`src/rtl/pio_pkg.sv`:
```
package pio_pkg;
    localparam int ADDR_W   = 5;
    localparam int NUM_GRP  = 5;
    localparam logic [2:0] GRP_PSEL = 3'd0;
    localparam logic [2:0] GRP_OE   = 3'd1;
    localparam logic [2:0] GRP_DOUT = 3'd2;
    localparam logic [2:0] GRP_FEN  = 3'd3;
    localparam logic [2:0] GRP_IEN  = 3'd4;
    localparam logic [1:0] OP_SET   = 2'd0;
    localparam logic [1:0] OP_CLR   = 2'd1;
    localparam logic [1:0] OP_READ  = 2'd2;
    localparam logic [ADDR_W-1:0] ADDR_LEVEL = 5'h14;
    localparam logic [ADDR_W-1:0] ADDR_CHG   = 5'h15;

    typedef enum logic {
        FS_SETTLED = 1'b0,
        FS_PENDING = 1'b1
    } filt_state_e;
endpackage

```
`src/rtl/pio_pin_filter.sv`:
```
module pio_pin_filter
    import pio_pkg::*;
(
    input  logic clk,
    input  logic rst_n,
    input  logic filt_en,
    input  logic pad_i,
    output logic lvl_o
);
    logic        sync1, sync2;
    logic        lvl, lvl_nxt;
    filt_state_e st, st_nxt;

    // State register, synchroniser and level register
    always_ff @(posedge clk or negedge rst_n) begin
        if (!rst_n) begin
            sync1 <= 1'b0;
            sync2 <= 1'b0;
            st    <= FS_SETTLED;
            lvl   <= 1'b0;
        end else begin
            sync1 <= pad_i;
            sync2 <= sync1;
            st    <= st_nxt;
            lvl   <= lvl_nxt;
        end
    end

    // Transition and output logic
    always_comb begin
        st_nxt  = st;
        lvl_nxt = lvl;
        unique case (st)
            FS_SETTLED: begin
                if (sync2 != lvl) begin
                    if (filt_en) st_nxt  = FS_PENDING;
                    else         lvl_nxt = sync2;
                end
            end
            FS_PENDING: begin
                st_nxt = FS_SETTLED;
                if (sync2 != lvl) lvl_nxt = sync2;
            end
            default: st_nxt = FS_SETTLED;
        endcase
    end

    assign lvl_o = lvl;


    filt_hold_chk: assert property (@(posedge clk) disable iff (!rst_n)
        (filt_en && st == FS_SETTLED) |=> $stable(lvl));


    nofilt_follow_chk: assert property (@(posedge clk) disable iff (!rst_n)
        (!filt_en && st == FS_SETTLED && sync2 != lvl) |=> (lvl == $past(sync2)));
endmodule

```
`src/rtl/pio_regs.sv`:
```
module pio_regs
    import pio_pkg::*;
#(
    parameter int NUM_LINES   = 32,
    parameter int NUM_GP_ONLY = 6
) (
    input  logic                 clk,
    input  logic                 rst_n,
    input  logic                 bus_wr,
    input  logic                 bus_rd,
    input  logic [ADDR_W-1:0]    bus_addr,
    input  logic [NUM_LINES-1:0] bus_wdata,
    input  logic [NUM_LINES-1:0] lvl,
    input  logic [NUM_LINES-1:0] chg_stat,
    output logic [NUM_LINES-1:0] psel,
    output logic [NUM_LINES-1:0] oe,
    output logic [NUM_LINES-1:0] dout,
    output logic [NUM_LINES-1:0] fen,
    output logic [NUM_LINES-1:0] ien,
    output logic [NUM_LINES-1:0] rdata,
    output logic                 rvalid,
    output logic                 stat_clr
);
    localparam logic [NUM_LINES-1:0] DED_MASK = (NUM_LINES)'((64'd1 << NUM_GP_ONLY) - 64'd1);

    logic [NUM_LINES-1:0] ctl [NUM_GRP];
    logic [2:0]           grp;
    logic [1:0]           op;
    logic [NUM_LINES-1:0] rd_mux;

    assign grp = bus_addr[4:2];
    assign op  = bus_addr[1:0];

    for (genvar g = 0; g < NUM_GRP; g++) begin : g_grp
        localparam logic [NUM_LINES-1:0] WMASK = (g == 0) ? ~DED_MASK : '1;
        always_ff @(posedge clk or negedge rst_n) begin
            if (!rst_n) begin
                ctl[g] <= '0;
            end else if (bus_wr && grp == 3'(g)) begin
                if (op == OP_SET)      ctl[g] <= ctl[g] | (bus_wdata & WMASK);
                else if (op == OP_CLR) ctl[g] <= ctl[g] & ~bus_wdata;
            end
        end
    end

    assign psel = ctl[GRP_PSEL];
    assign oe   = ctl[GRP_OE];
    assign dout = ctl[GRP_DOUT];
    assign fen  = ctl[GRP_FEN];
    assign ien  = ctl[GRP_IEN];

    always_comb begin
        rd_mux = '0;
        if (bus_addr == ADDR_LEVEL)     rd_mux = lvl;
        else if (bus_addr == ADDR_CHG)  rd_mux = chg_stat;
        else if (op == OP_READ && grp < 3'(NUM_GRP)) begin
            unique case (grp)
                GRP_PSEL: rd_mux = ctl[GRP_PSEL];
                GRP_OE:   rd_mux = ctl[GRP_OE];
                GRP_DOUT: rd_mux = ctl[GRP_DOUT];
                GRP_FEN:  rd_mux = ctl[GRP_FEN];
                default:  rd_mux = ctl[GRP_IEN];
            endcase
        end
    end

    always_ff @(posedge clk or negedge rst_n) begin
        if (!rst_n) begin
            rdata  <= '0;
            rvalid <= 1'b0;
        end else begin
            rvalid <= bus_rd;
            if (bus_rd) rdata <= rd_mux;
        end
    end

    assign stat_clr = bus_rd && (bus_addr == ADDR_CHG);


    rd_latency_chk: assert property (@(posedge clk) disable iff (!rst_n)
        bus_rd |=> rvalid);


    ded_psel_chk: assert property (@(posedge clk) disable iff (!rst_n)
        bus_wr |=> ((psel & DED_MASK) == '0));
endmodule

```
`src/rtl/pio_change.sv`:
```
module pio_change #(
    parameter int NUM_LINES = 32
) (
    input  logic                 clk,
    input  logic                 rst_n,
    input  logic [NUM_LINES-1:0] lvl,
    input  logic                 stat_clr,
    input  logic [NUM_LINES-1:0] ien,
    output logic [NUM_LINES-1:0] stat,
    output logic                 irq
);
    logic [NUM_LINES-1:0] lvl_q;
    logic [NUM_LINES-1:0] edge_v;

    assign edge_v = lvl ^ lvl_q;

    always_ff @(posedge clk or negedge rst_n) begin
        if (!rst_n) begin
            lvl_q <= '0;
            stat  <= '0;
        end else begin
            lvl_q <= lvl;
            stat  <= (stat & ~{NUM_LINES{stat_clr}}) | edge_v;
        end
    end

    assign irq = |(stat & ien);


    edge_sets_chk: assert property (@(posedge clk) disable iff (!rst_n)
        (|edge_v) |=> ((stat & $past(edge_v)) == $past(edge_v)));


    read_clears_chk: assert property (@(posedge clk) disable iff (!rst_n)
        stat_clr |=> ((stat & ~$past(edge_v)) == '0));
endmodule

```
`src/rtl/pio_mux.sv`:
```
module pio_mux
    import pio_pkg::*;
#(
    parameter int NUM_LINES   = 32,
    parameter int NUM_GP_ONLY = 6
) (
    input  logic                 clk,
    input  logic                 rst_n,
    input  logic                 bus_wr,
    input  logic                 bus_rd,
    input  logic [4:0]           bus_addr,
    input  logic [NUM_LINES-1:0] bus_wdata,
    output logic [NUM_LINES-1:0] bus_rdata,
    output logic                 bus_rvalid,
    input  logic [NUM_LINES-1:0] per_out,
    input  logic [NUM_LINES-1:0] per_oe,
    input  logic [NUM_LINES-1:0] pad_in,
    output logic [NUM_LINES-1:0] pad_out,
    output logic [NUM_LINES-1:0] pad_oe,
    output logic                 irq
);
    logic [NUM_LINES-1:0] psel, oe, dout, fen, ien, lvl, stat;
    logic                 stat_clr;

    pio_regs #(.NUM_LINES(NUM_LINES), .NUM_GP_ONLY(NUM_GP_ONLY)) u_regs (
        .clk(clk), .rst_n(rst_n), .bus_wr(bus_wr), .bus_rd(bus_rd),
        .bus_addr(bus_addr), .bus_wdata(bus_wdata), .lvl(lvl), .chg_stat(stat),
        .psel(psel), .oe(oe), .dout(dout), .fen(fen), .ien(ien),
        .rdata(bus_rdata), .rvalid(bus_rvalid), .stat_clr(stat_clr)
    );

    for (genvar i = 0; i < NUM_LINES; i++) begin : g_pin
        pio_pin_filter u_filt (
            .clk(clk), .rst_n(rst_n), .filt_en(fen[i]),
            .pad_i(pad_in[i]), .lvl_o(lvl[i])
        );
        assign pad_out[i] = psel[i] ? per_out[i] : dout[i];
        assign pad_oe[i]  = psel[i] ? per_oe[i]  : oe[i];
    end

    pio_change #(.NUM_LINES(NUM_LINES)) u_chg (
        .clk(clk), .rst_n(rst_n), .lvl(lvl), .stat_clr(stat_clr),
        .ien(ien), .stat(stat), .irq(irq)
    );


    irq_source_chk: assert property (@(posedge clk) disable iff (!rst_n)
        (ien == '0) |-> !irq);
endmodule

```
`config.mk`:
```
export PLATFORM = sky130hd
export DESIGN_NAME = pio_mux
export DESIGN_NICKNAME = d
export VERILOG_FILES = /design/src/rtl/pio_pkg.sv /design/src/rtl/pio_pin_filter.sv /design/src/rtl/pio_regs.sv /design/src/rtl/pio_change.sv /design/src/rtl/pio_mux.sv
export SDC_FILE = /design/constraint.sdc
export NUM_CORES = 1
export LEC_CHECK = 0
export BUFFER_PORTS_ARGS = -buffer_cell sky130_fd_sc_hd__buf_4
export CAP_MARGIN = 30
export CORE_MARGIN = 4
export CORE_UTILIZATION = 48
export CTS_CLUSTER_SIZE = 20
export DETAILED_ROUTE_END_ITERATION = 6
export PLACE_DENSITY = 0.68
export REMOVE_ABC_BUFFERS = 1
export SLEW_MARGIN = 20
export SYNTH_ARGS = -nofsm -noshare
export SYNTH_HDL_FRONTEND = slang
export SYNTH_HIERARCHICAL = 1
export SYNTH_SLANG_ARGS = --single-unit
export TNS_END_PERCENT = 30
```
`constraint.sdc`:
```
create_clock -name clk -period 1.9 [get_ports clk]
set_input_delay 0.38 -clock clk [delete_from_list [all_inputs] [get_ports clk]]
set_output_delay 0.38 -clock clk [all_outputs]
set_load 0.05 [all_outputs]
```
## After elaboration in Yosys (flattened, before gate mapping)

Index checks and enable logic that the tools add are counted.
W data, S select, Z words.

| storage, ports and cells | value |
|---|---|
| register bits | 385 |
| output and inout bits | 98 |
| logic and storage cells | 672 |

| operators by class | value |
|---|---|
| equal/unequal tests | 136 |
| reductions and logical operators | 48 |
| bitwise operators | 48 |
| magnitude comparators | 1 |
| mux-type cells | 302 |

Operators with widths:

| cell | count |
|---|---|
| $mux W32 | 13 |
| $and A32 B32 Y32 | 7 |
| $mux W1 | 224 |
| $or A32 B32 Y32 | 6 |
| $ne A2 B2 Y1 const B | 64 |
| $pmux W1 S2 | 64 |
| $pmux W32 S4 | 1 |
| $reduce_and A3 Y1 | 32 |
| $ne A2 B1 Y1 const B | 32 |
| $not A32 Y32 | 2 |
| $ne A1 B1 Y1 | 32 |
| $not A1 Y1 | 32 |
| $reduce_or A32 Y1 | 1 |
| $xor A32 B32 Y32 | 1 |
| $eq A5 B5 Y1 const B | 2 |
| $reduce_and A2 Y1 | 5 |
| $logic_and A1 B1 Y1 | 7 |
| $eq A3 B2 Y1 const B | 2 |
| $eq A3 B1 Y1 const B | 1 |
| $eq A3 B3 Y1 const B | 1 |
| $logic_not A3 Y1 | 1 |
| $lt A3 B3 Y1 const B | 1 |
| $eq A2 B1 Y1 const B | 1 |
| $eq A2 B2 Y1 const B | 1 |
| 2 further kinds | 2 |

## Logic depth before layout (Yosys ltp)

| depth | value |
|---|---|
| word-level depth | 5 |
| gate-level depth with buffers | 8 |

## By module

Netlist, hierarchy kept.

Modules (own cells, without submodules):

| module | area each (µm²) | instances | cells each |
|---|---|---|---|
| pio_regs | 9557.9 | 1 | 749 |
| pio_pin_filter | 141.4 | 32 | 8 |
| pio_change | 2336.0 | 1 | 184 |
| pio_mux | 863.3 | 1 | 64 |

## Worst setup path before layout

No wires, ideal clock.

| timing | value |
|---|---|
| path type | input to register |
| start point | in bus_addr[4] |
| end point | reg u_chg.stat[10] |
| data arrival time | 1793 ps |
| setup time | 133 ps |
| stages on the path | 8 |
| data required time | 1767 ps |
| path slack | -26 ps |
| path through | buf_2 nand2_1 or3_1 clkbuf_1 clkbuf_1 nor2_1 clkbuf_1 o21ai_0 |

| between the ends | value |
|---|---|
| word-level cells in the longest chain between the ends | 5 |

Ends and longest elaborated chain:

| what | line | source |
|---|---|---|
| from (decl) | pio_mux.sv:11 | `input logic [4:0] bus_addr,` |
| $eq A5 B5 Y1 | pio_regs.sv:77 | `assign stat_clr = bus_rd && (bus_addr == ADDR_CHG);` |
| $logic_and A1 B1 Y1 | pio_regs.sv:77 |  |
| net stat_clr | pio_mux.sv:23 | `logic stat_clr;` |
| $not A32 Y32 | pio_change.sv:23 | `stat <= (stat & ~{NUM_LINES{stat_clr}}) \| edge_v;` |
| $and A32 B32 Y32 | pio_change.sv:23 |  |
| $or A32 B32 Y32 | pio_change.sv:23 |  |
| to (signal assigned) | pio_change.sv:23 |  |
| to (decl) | pio_change.sv:9 | `output logic [NUM_LINES-1:0] stat,` |

The timed path passes the listed nets, and every way through them passes these cells.
A chain may end at the register's enable or synchronous reset.

==> key figures <==
GRT
  • Number of global-route vias before repair: around 12k
  • First-pass GRT wire length: roughly 70 mm
  • Initial antenna violation count: 2
  • GRT Util Overall: 22.5%
  • Largest net degree at the start of global routing: slightly below 70
  • Global route total overflow: 0

Worst setup path
  • R2r setup slk: 0.39 ns
  • Worst r2r src: u_regs/psel[5]
  • Worst-path maximum fanout: 2
  • Crit Reg-Reg Endpoint: u_regs/rdata[5]
  • CP Capture Type: output port
  • CP Data Required Time: 1.52 ns
  • Reg2reg path depth: 4
  • Crit start category: register
  • Worst Path Arrival: ~2.1 ns
  • Critical path class: register to output port

Hold path
  • Hold_sp: bus_wdata[1]
  • Cells on Worst Hold Path: 2
  • Hold Path End: u_regs/psel[1]
  • HP Class: primary input to register

Synthesis
  • Synth Flop Type: dfrtp_1
  • Synth top cells by count: 385 x dfrtp_1, 157 x nand2_1, 105 x mux2_2
  • Number of distinct library cells after synthesis: 35
  • Post-synth ARST share: 100%
  • Most common cell in the synthesized netlist: dfrtp_1
  • Share of the synthesized area in the top cell type: between 50 and 60%
  • Number of synthesized flops with an enable pin: 0
  • Syn. warnings: 6
  • Top post-synthesis cells by area: dfrtp_1 56%, mux2_4 7.8%, mux2_2 6.8%
  • Synth area leader: dfrtp_1
  • Synthesized flop and latch total: roughly 390
  • Syn Inst Count: approximately 1.3k
  • Mapped Area: around 17000 sq um
  • Seq/Total Area, Yosys: between 50% and 60%
  • Syn avg cell area: around 14 sq um

Run
  • Max-cap violations: 0

STA
  • Final max-slew violation count: 0
  • Final setup viols: 1
  • Count of final hold-check violations: 0
  • Slew @ Worst Pin: about 0.5 ns
  • Setup repair after global routing missed its margin: yes
  • Hold_ws: 0.0813 ns
  • Tmin final: between 2 and 2.5 ns
  • Final Skew: 0.00926 ns
  • Fmax: around 400 MHz
  • Min setup slack post-route: -0.582 ns
  • Period utilization: 131%
  • Rel. slew slack: approximately two thirds

Clocking
  • CTS tree: yes
  • CTS root buf: clkbuf_16
  • Skew-Pair Late Insertion Delay: ~0.52 ns
  • Clk sinks: roughly 390
  • H-tree depth: 2
  • Clock Tree Buf Depth: 3
  • Clock buffer count from CTS: 41
  • Clk slew on worst S/H paths: ~0.060 ns

Status
  • Status: finished, violations left
  • Failing checks: setup timing

Drt
  • WL final: roughly 44 mm
  • Detailed Routing Iterations Pass 1: 5
  • WL/cell: between 20 and 25 um
  • Initial DRC count: about 590
  • Detailed-route via count: between 10k and 15k
  • Number of remaining DRC errors: 0
  • Post-route ant nets: 0
  • Vias per inst: around 5.5

Floorplanning
  • Die Span Y: between 150 and 200 um
  • Ports: roughly 240
  • Die W: ~200 um
  • Core Area: 35600 sq um
  • Num rows: 69
  • Starting Density: 48.6%
  • Die area: between 30000 and 40000 sq um

Finish
  • Ant diodes: 0
  • Register area: between 9000 and 10000 sq um
  • Post-route cell area: approximately 22000 sq um
  • Number of fill cells: 2768
  • Final net count: 1721
  • Post-route insts no fill: about 2.1k
  • Area occupied by multi-input gates: 7320 sq um
  • Layout cells sized above 1: about 44%
  • Area Growth Syn to Fin: 27.9%
  • Core Util, Final: between 60% and 70%

Power and ir drop
  • Static leakage: just over 0.01 uW
  • PD cells: roughly 1000 nW/um^2
  • Maximum VDD drop: 713 uV
  • Design Power: around 22000 uW

Place
  • Post-DP Area: around 20000 sq um
  • Final GP Congestion: around 0.81
  • DP Wirelength: between 30 and 40 mm
  • DP Cell Count: between 1.5k and 2k
  • Port Buf Inserts: 234
[layer usage]
metal  wire, um  vias to the layer above  global-route usage [%]
met2      21300                      335                    36.4
met1      19600                     5904                    32.1
met3       2430                       78                    3.90
met4       1040                        4                    5.79
met5         27                        -                       0
li1           -                     5082                       -
[kinds of logic (layout without fill, tap and decap cells)]
group | count (synthesis) | count (layout) | synth area share (%)
compound gates | 119 | 119 | 5.68
xor+xnor | 64 | 64 | 3.24
buf+inv | 99 | 462 | 2.41
flops | 385 | 385 | 55.7
mux | 314 | 314 | 24.3
simple gates | 272 | 272 | 8.65
[critical path, stage by stage, from the launching register on]
cell	delay, ns
dfrtp_1	0.41
a22oi_2	0.22
nand4_1	0.20
or4_4	0.58
buf_6	0.17
[how the worst max path moves through the flow]
stage	startpoint	end	slack, ns
global route	u_chg/stat[18]	irq	-0.63
finish	register	irq	-0.58
detailed placement	register	irq	-0.25
global placement	register	irq	-0.25
CTS	u_chg/stat[18]	irq	-0.59
floorplan	bus_addr[1]	u_regs/rdata[0]	-4.53
[report_power, final]
group          internal, uW  switching (uW)
Sequential             8980             759
Clock                  4990            3160
Combinational          2170            2240
Total                 16100            6160
[metrics by stage]
step                      worst slack (ns)  TNS [ns]
after global routing                -0.626    -0.649
after CTS                           -0.585    -0.585
after global placement              -0.253     -2.20
final                               -0.582    -0.582
after floorplan                      -4.53   -592.69
after detailed placement            -0.248     -4.47
[placed cells by master, fill, tap and decap left out, types with 33 or more instances in the layout]
cell,n
dlygate4sd3_1,33
mux2_4,91
xnor2_1,64
dfrtp_1,368
nand2_1,157
mux2_1,52
mux2_2,107
buf_4,286
clkbuf_16,43
o21ai_0,33
[area by class of cell]
| cell class | count | share of cell area [%] |
|---|---|---|
| Clock buffer | 65 | 5.74 |
| Clock inverter | 10 | 0.594 |
| Inverter | 32 | 0.543 |
| Multi-Input combinational cell | 769 | 33.1 |
| Sequential cell | 385 | 43.7 |
| Tap cell | 461 | 2.61 |
| Timing Repair Buffer | 355 | 13.7 |
[repair_timing]
action / CTS / global route
hold buffers: 33 / 0
pin swaps: 5 / 1
resized for setup: 13 / 33
endpoints found under the hold margin: 73 / 0
setup buffers: 1 / 0
setup endpoints to repair: 11 / 37
Power figures use the tool's default switching activity.
